===== config.mk =====
export PLATFORM = sky130hd
export DESIGN_NAME = dma_seq
export DESIGN_NICKNAME = d
export VERILOG_FILES = /design/src/rtl/dma_seq.sv
export SDC_FILE = /design/constraint.sdc
export NUM_CORES = 1
export LEC_CHECK = 0
export ABC_AREA = 1
export BUFFER_PORTS_ARGS = -buffer_cell sky130_fd_sc_hd__buf_4
export CAP_MARGIN = 25
export CORE_AREA = 2 2 97 99
export CTS_BUF_LIST = sky130_fd_sc_hd__clkbuf_16
export CTS_CLUSTER_DIAMETER = 150
export CTS_CLUSTER_SIZE = 24
export DETAILED_ROUTE_END_ITERATION = 16
export DIE_AREA = 0 0 99 101
export HOLD_SLACK_MARGIN = 0.15
export PLACE_DENSITY = 0.85
export RECOVER_POWER = 100
export SLEW_MARGIN = 20
export SYNTH_ARGS = -nofsm -noshare
export SYNTH_HDL_FRONTEND = slang
export SYNTH_SLANG_ARGS = --single-unit

===== constraint.sdc =====
create_clock -name clk -period 2 [get_ports clk]
set_clock_uncertainty 0.15 [all_clocks]
set_input_delay 0.1 -clock clk [delete_from_list [all_inputs] [get_ports clk]]
set_output_delay 0.1 -clock clk [all_outputs]
set_load 0.02 [all_outputs]

===== src/rtl/dma_seq.sv =====
module dma_seq #(
  parameter int CW = 16,
  parameter int AW = 17,
  parameter int DW = 16
) (
  input  logic          clk,
  input  logic          rst_n,
  input  logic          sw_ld_cnt,
  input  logic [CW-1:0] sw_cnt,
  input  logic          sw_ld_addr,
  input  logic [AW-1:0] sw_addr,
  input  logic          sw_start,
  input  logic          dev_req,
  input  logic          dev_cnt_en,
  input  logic          dev_addr_en,
  input  logic          dev_a0,
  input  logic [1:0]    dev_code,
  input  logic          dev_single,
  input  logic          dev_attn,
  input  logic [DW-1:0] dev_wdata,
  input  logic          bus_done,
  input  logic          bus_err,
  input  logic [DW-1:0] bus_rdata,
  output logic          ready,
  output logic          busy,
  output logic          bus_req,
  output logic [AW:0]   bus_addr,
  output logic [1:0]    bus_code,
  output logic [DW-1:0] bus_wdata,
  output logic [DW-1:0] dev_rdata,
  output logic [CW-1:0] word_cnt,
  output logic          tc_pulse
);

  logic [2:0]    req_s;
  logic          rdy_q, act_q, tc_q;
  logic [CW-1:0] cnt_q;
  logic [AW-1:0] addr_q;
  logic [DW-1:0] din_l, dout_q;
  logic [1:0]    code_l;
  logic          a0_l, cen_l, aen_l, single_l;

  wire           req_edge = req_s[1] & ~req_s[2];
  wire [CW-1:0]  cnt_inc  = cnt_q + 1'b1;
  wire           last     = cen_l && (cnt_inc == '0);
  wire           fin      = act_q && bus_done && !bus_err;
  wire           launch   = !rdy_q && !act_q && !dev_attn && req_edge;
  wire           chain    = fin && !last && !dev_attn && !single_l;
  wire           cap      = launch || chain;

  assign ready     = rdy_q;
  assign busy      = ~act_q;
  assign bus_req   = act_q;
  assign bus_addr  = {addr_q, a0_l};
  assign bus_code  = code_l;
  assign bus_wdata = din_l;
  assign dev_rdata = dout_q;
  assign word_cnt  = cnt_q;
  assign tc_pulse  = tc_q;

  always_ff @(posedge clk) begin
    if (!rst_n) begin
      req_s  <= '0;
      rdy_q  <= 1'b1;
      act_q  <= 1'b0;
      tc_q   <= 1'b0;
      cnt_q  <= '0;
      addr_q <= '0;
      dout_q <= '0;
    end else begin
      req_s <= {req_s[1:0], dev_req};
      tc_q  <= 1'b0;
      if (rdy_q) begin
        if (sw_ld_cnt)  cnt_q  <= sw_cnt;
        if (sw_ld_addr) addr_q <= sw_addr;
        if (sw_start)   rdy_q  <= 1'b0;
      end else if (!act_q) begin
        if (dev_attn)      rdy_q <= 1'b1;
        else if (req_edge) act_q <= 1'b1;
      end else if (bus_err) begin
        act_q <= 1'b0;
        rdy_q <= 1'b1;
      end else if (bus_done) begin
        if (cen_l)      cnt_q  <= cnt_inc;
        if (aen_l)      addr_q <= addr_q + 1'b1;
        if (!code_l[1]) dout_q <= bus_rdata;
        if (last || dev_attn) begin
          act_q <= 1'b0;
          rdy_q <= 1'b1;
          tc_q  <= last;
        end else if (single_l) begin
          act_q <= 1'b0;
        end
      end
    end
  end

  always_ff @(posedge clk) begin
    if (!rst_n) begin
      din_l <= '0; code_l <= '0; a0_l <= 1'b0;
      cen_l <= 1'b0; aen_l <= 1'b0; single_l <= 1'b1;
    end else if (cap) begin
      din_l    <= dev_wdata;
      code_l   <= dev_code;
      a0_l     <= dev_a0;
      cen_l    <= dev_cnt_en;
      aen_l    <= dev_addr_en;
      single_l <= dev_single;
    end
  end


  idle_no_req_chk: assert property (@(posedge clk) disable iff (!rst_n)
    (rdy_q && !act_q) |=> !bus_req);


  cnt_hold_chk: assert property (@(posedge clk) disable iff (!rst_n)
    (!(act_q && bus_done) && !(rdy_q && sw_ld_cnt)) |=> $stable(word_cnt));


  addr_step_chk: assert property (@(posedge clk) disable iff (!rst_n)
    (fin && aen_l) |=> (bus_addr[AW:1] == $past(bus_addr[AW:1]) + 1'b1));


  tc_ready_chk: assert property (@(posedge clk) disable iff (!rst_n)
    tc_pulse |-> (ready && busy && word_cnt == '0));


  busy_rise_chk: assert property (@(posedge clk) disable iff (!rst_n)
    $rose(busy) |-> $past(bus_done || bus_err));


  start_drop_chk: assert property (@(posedge clk) disable iff (!rst_n)
    (ready && sw_start) |=> !ready);

endmodule


### Yosys cells after proc, flatten, opt, wreduce, memory -nomap -nowiden

Cells that the tools add are included.

| storage, ports and cells | value |
|---|---|
| register bits | 77 |
| output and inout bits | 72 |
| logic and storage cells | 79 |

| cells by class | value |
|---|---|
| reduce and logical (&&, ||, !) cells | 26 |
| mux-type cells | 26 |
| equality and inequality tests | 3 |
| add/subtract/negate cells | 2 |
| bitwise gates (word level) | 9 |

Operator list:

| operator | number |
|---|---|
| two-way mux 17 bit | 6 |
| two-way mux 16 bit | 6 |
| adder 17 x 1 -> 17 bit, second input constant | 1 |
| adder 16 x 1 -> 16 bit, second input constant | 1 |
| logical NOT 16 bit | 1 |
| AND reduction 5 bit | 3 |
| two-way mux 1 bit | 14 |
| logical AND 1 bit | 9 |
| NOT 1 bit | 8 |
| nonzero test 2 bit | 4 |
| logical NOT 1 bit | 6 |
| OR reduction 6 bit | 1 |
| != test 2 bit, second input constant | 2 |
| logical OR 1 bit | 2 |
| != test 2 x 1 -> 1 bit, second input constant | 1 |
| AND 1 bit | 1 |

### Logic depth before layout (Yosys ltp)

| depth | value |
|---|---|
| word-level depth | 9 |
| mapped depth | 14 |
| mapped depth without buffers | 13 |

### Least setup slack after synthesis

OpenSTA, ideal clock, no wires.

| path | value |
|---|---|
| path kind | register to register |
| from | register cnt_q[0] (netlist: word_cnt[0]) |
| to | register din_l[12] (netlist: bus_wdata[12]) |
| arrival time | 1.901 ns |
| path slack | -0.166 ns |
| buffers on the path | 1 |
| period minus slack after synthesis | 2.166 ns |
| stages on the path, launching flop included | 14 |
| cell sequence | dfxtp_1 -> ha_1 -> nand2_1 -> nor2_2 -> nand3_1 -> nand2_1 -> nand3_1 -> nor2_1 -> nand3_2 -> nand4_4 -> buf_6 -> nand3_1 -> nand2_1 -> nor2_1 |

| between the ends | value |
|---|---|
| word-level cells in the longest chain between the ends | 8 |

RTL lines:

| item | RTL line | source |
|---|---|---|
| start, declared | 37 | `logic [CW-1:0] cnt_q;` |
| start signal, assigned | 74 | `if (sw_ld_cnt) cnt_q <= sw_cnt;` |
| start signal, assigned | 84 | `if (cen_l) cnt_q <= cnt_inc;` |
| adder 16 x 1 -> 16 bit | 44 | `wire [CW-1:0] cnt_inc = cnt_q + 1'b1;` |
| logical NOT 16 bit | 45 | `wire last = cen_l && (cnt_inc == '0);` |
| logical AND 1 bit | 45 |  |
| logical NOT 1 bit | 48 | `wire chain = fin && !last && !dev_attn && !single_l;` |
| logical AND 1 bit (3 in a row) | 48 |  |
| logical OR 1 bit | 49 | `wire cap = launch \|\| chain;` |
| end signal, assigned | 103 | `din_l <= dev_wdata;` |
| end, declared | 39 | `logic [DW-1:0] din_l, dout_q;` |

No other way between the ends.
A chain may end at the register's enable or synchronous reset.

### Worst setup path in the final report

| path | value |
|---|---|
| from | register cnt_q[9] (netlist: word_cnt[9]) |
| to | register a0_l |

| between the ends | value |
|---|---|
| word-level cells in the longest chain between the ends | 8 |

RTL lines:

| item | RTL line | source |
|---|---|---|
| adder 16 x 1 -> 16 bit | 44 |  |
| logical NOT 16 bit | 45 |  |
| logical AND 1 bit | 45 |  |
| logical NOT 1 bit | 48 |  |
| logical AND 1 bit (3 in a row) | 48 |  |
| logical OR 1 bit | 49 |  |
| end signal, assigned | 105 | `a0_l <= dev_a0;` |
| end, declared | 41 | `logic a0_l, cen_l, aen_l, single_l;` |

No other way between the ends.

==> results_dict.tcl <==
set metrics [dict create \
    status "finished with violations" \
    violations "negative setup slack" \
    synth_edf_count 0 \
    n_antenna_cell 0 \
    hold_class "input pin to register" \
    via_per_inst 5.50 \
    rows 35 \
    seq_power_share_pct 38.3 \
    ff2ff_setup_slack_ns -0.31 \
    die_h_um 101 \
    wire_per_inst_um 16.0 \
    ys_top_cells_by_area "dfxtp_1 39%, nand2_1 13%, a21oi_1 9.5%, nand3_1 8.8%, inv_1 5.4%" \
    drt_iter0_drc 304 \
    ios 152 \
    swShare_pct 28.9 \
    area_delta_synth_final_pct 75.8 \
    p_per_area_nw_per_um2 629 \
    clkTransAtPathRegs_ns 0.07 \
    crit_chain "nand2_1, nor2_1, nand4_1, nand3_1, nor2_2, nand3_4, nand4_4, clkbuf_16, a21oi_1, nor2_1" \
    finalMaxSlewViolations 0 \
    p_comb_share_pct 20.8 \
    routabilityCongestion 0.949 \
    multiInputGateArea_um2 2340 \
    worstPathRequired_ns 2.06 \
    grt_setup_unrepaired "yes" \
    fin_cells 964 \
    die-area_um2 10000 \
    power_switching_uw 1270 \
    worstRegToRegCells 10 \
    worstMarginPinSlew_ns 0.593 \
    synth_ff_type "dfxtp_1" \
    crit_fanout 7 \
    antenna_found_initial 0 \
    yosys_warnings 0 \
    syn_area_um2 3970 \
    p_leak_uw 0.00314 \
    dp.final_hpwl_um 8510 \
    cts_tree "done" \
    p_int_uw 3120 \
    seqCellArea_um2 1560 \
    seq_area_frac_synth_pct 38.8 \
    async_flop_share_pct 0 \
    synth_nets 671 \
    syn_area_per_cell_um2 6.74 \
    period_share_pct 116 \
    clockBufferDepth 2 \
    dp.cells 854 \
    crit_buf_inv 1 \
    synth_seq_cells 77 \
    cts_buffers 9 \
    crit_top_cell "nor2_1" \
    die_x_um 99 \
    crit_path_max_incr_delay_ns 0.39 \
    cp_slowest_cell "dfxtp_1" \
    dp_slack_ns -0.160 \
    cts_root_buffer "clkbuf_16" \
    drc 0 \
    drt-total-wl_um 15500 \
    path_class "register to register" \
    cp_num_cells 10 \
    grt_pass1_wl_um 22700 \
    htreeDepth 3 \
    timing.fmax_ghz 0.432 \
    pwr-share-clk_pct 40.9 \
    start_util_pct 44.2 \
    drive_above_1_share_pct 34.1 \
    num_vias 5306 \
    grtUsageTotal_pct 27.7 \
    maxCapViolCount 0 \
    grt_pass1_vias 5061 \
    n_fill_cell 562 \
    period_minus_slack_ns 2.31 \
    crit_family "simple AND/OR/NAND/NOR gates" \
    fin_tns_setup_ns -4.85 \
    postRouteAntennaNets 0 \
    setup_slack_ns -0.315 \
    yosysTopAreaCell "dfxtp_1" \
    relSlewSlack_pct 60.5 \
    postSynthCellCount 589 \
    irDropWorstVdd_v 0.000488 \
    hold_depth 6 \
    finalNetCount 930 \
    holdWs_ns 0.269 \
    finalHoldViolations 0 \
    grt_max_degree 45 \
    setup_violations 25 \
    clk_latency_ns 0.33 \
    yosys.area.top_type_share_pct 38.8 \
    cp.arrival_ns 2.38 \
    cp-start-kind "register" \
    crit_path_end_kind "register" \
    drtPass1Iterations 5 \
    core-area_um2 8980 \
    cts.sinks 77 \
    ys_types 34 \
    grt-ovfl-total 0 \
    port-buffer-count 151 \
]
flip-flops by register name, summed over array words and instances (netlist names), 2 cells and up:
name       cells
bus_code       2
req_s          3
bus_wdata     16
dev_rdata     16
addr_q        17
word_cnt      16
through the flow:
step	cell area (µm²)	util (%)	total power, µW
after floorplan	3990	-	2050
after global placement	5390	60.0	2390
after detailed placement	5390	60.0	2400
after CTS	6650	74.1	4310
after global routing	6980	77.8	4540
final	6980	77.8	4390
cell families after synthesis:
| kind of cell | Yosys count | synth area share (%) |
|---|---|---|
| compound gates | 130 | 18.8 |
| xor+xnor | 2 | 0.441 |
| simple gates | 283 | 31.3 |
| flops | 77 | 38.8 |
| buf+inv | 95 | 10.0 |
| fa+ha+maj | 2 | 0.630 |
layout make-up:
class | instances | area share (%)
multi-input combinational | 417 | 33.6
clock buffer | 10 | 3.58
inverter | 63 | 3.51
sequential | 77 | 22.3
timing repair buffer | 280 | 34.0
clock inverter | 6 | 1.08
tap | 111 | 1.99
placed cells by master, fill, tap and decap left out, types with 9 or more instances in the layout:
cell | Yosys | routed
a21oi_1 | 75 | 66
a21oi_2 | 0 | 9
a221oi_1 | 15 | 9
buf_4 | 1 | 194
clkbuf_16 | 0 | 12
dfxtp_1 | 77 | 70
dlygate4sd3_1 | 0 | 79
inv_1 | 57 | 56
nand2_1 | 136 | 126
nand2_2 | 0 | 9
nand3_1 | 70 | 57
nand3_2 | 1 | 9
nor2_1 | 49 | 39
nor2_4 | 1 | 9
o21ai_0 | 25 | 21
path summary, 6_finish.rpt:
path | startpoint | end
hold / removal | sw_ld_addr | addr_q[12]
setup reg to reg | word_cnt[9] | a0_l
hold reg to reg | req_s[1] | req_s[2]
setup / recovery | word_cnt[9] | a0_l
synth_stat cells (6+ instances only):
library cell  count
a21oi_1          75
a221oi_1         15
buf_2             6
clkbuf_1         19
dfxtp_1          77
inv_1            57
nand2_1         136
nand3_1          70
nand4_1           8
nor2_1           49
o21ai_0          25
power by group through the flow:
| stage | registers [µW] | logic [µW] | clock network (µW) |
|---|---|---|---|
| after CTS | 1670 | 833 | 1800 |
| after detailed placement | 1700 | 696 | 0 |
| final | 1680 | 911 | 1800 |
| after global routing | 1690 | 975 | 1880 |
| after global placement | 1700 | 687 | 0 |
| after floorplan | 1770 | 274 | 0 |
metal layers:
metal / up-vias / GRT usage [%] / share of wire, %
li1: 2492 / - / -
met1: 2464 / 31.3 / 37
met2: 278 / 50.4 / 52
met3: 72 / 5.13 / 6.5
met4: 0 / 13.1 / 4.2
met5: - / 0 / 0
tightest hold or removal path: cells and delay by family:
family,cells,cell delay (ns)
compound gates,2,0.22
simple gates,2,0.11
buf+inv,2,0.28
what timing repair did:
| item | 4_1_cts | 5_1_grt |
|---|---|---|
| buffers inserted | 8 | 7 |
| resized for setup | 15 | 68 |
| endpoints found under the setup margin | 26 | 67 |
| cloned | 1 | 2 |
| hold buffers | 79 | 0 |
| pin swaps | 6 | 11 |
| hold endpoints to repair | 77 | 0 |
No activity file was read; power rests on OpenSTA's default activity.
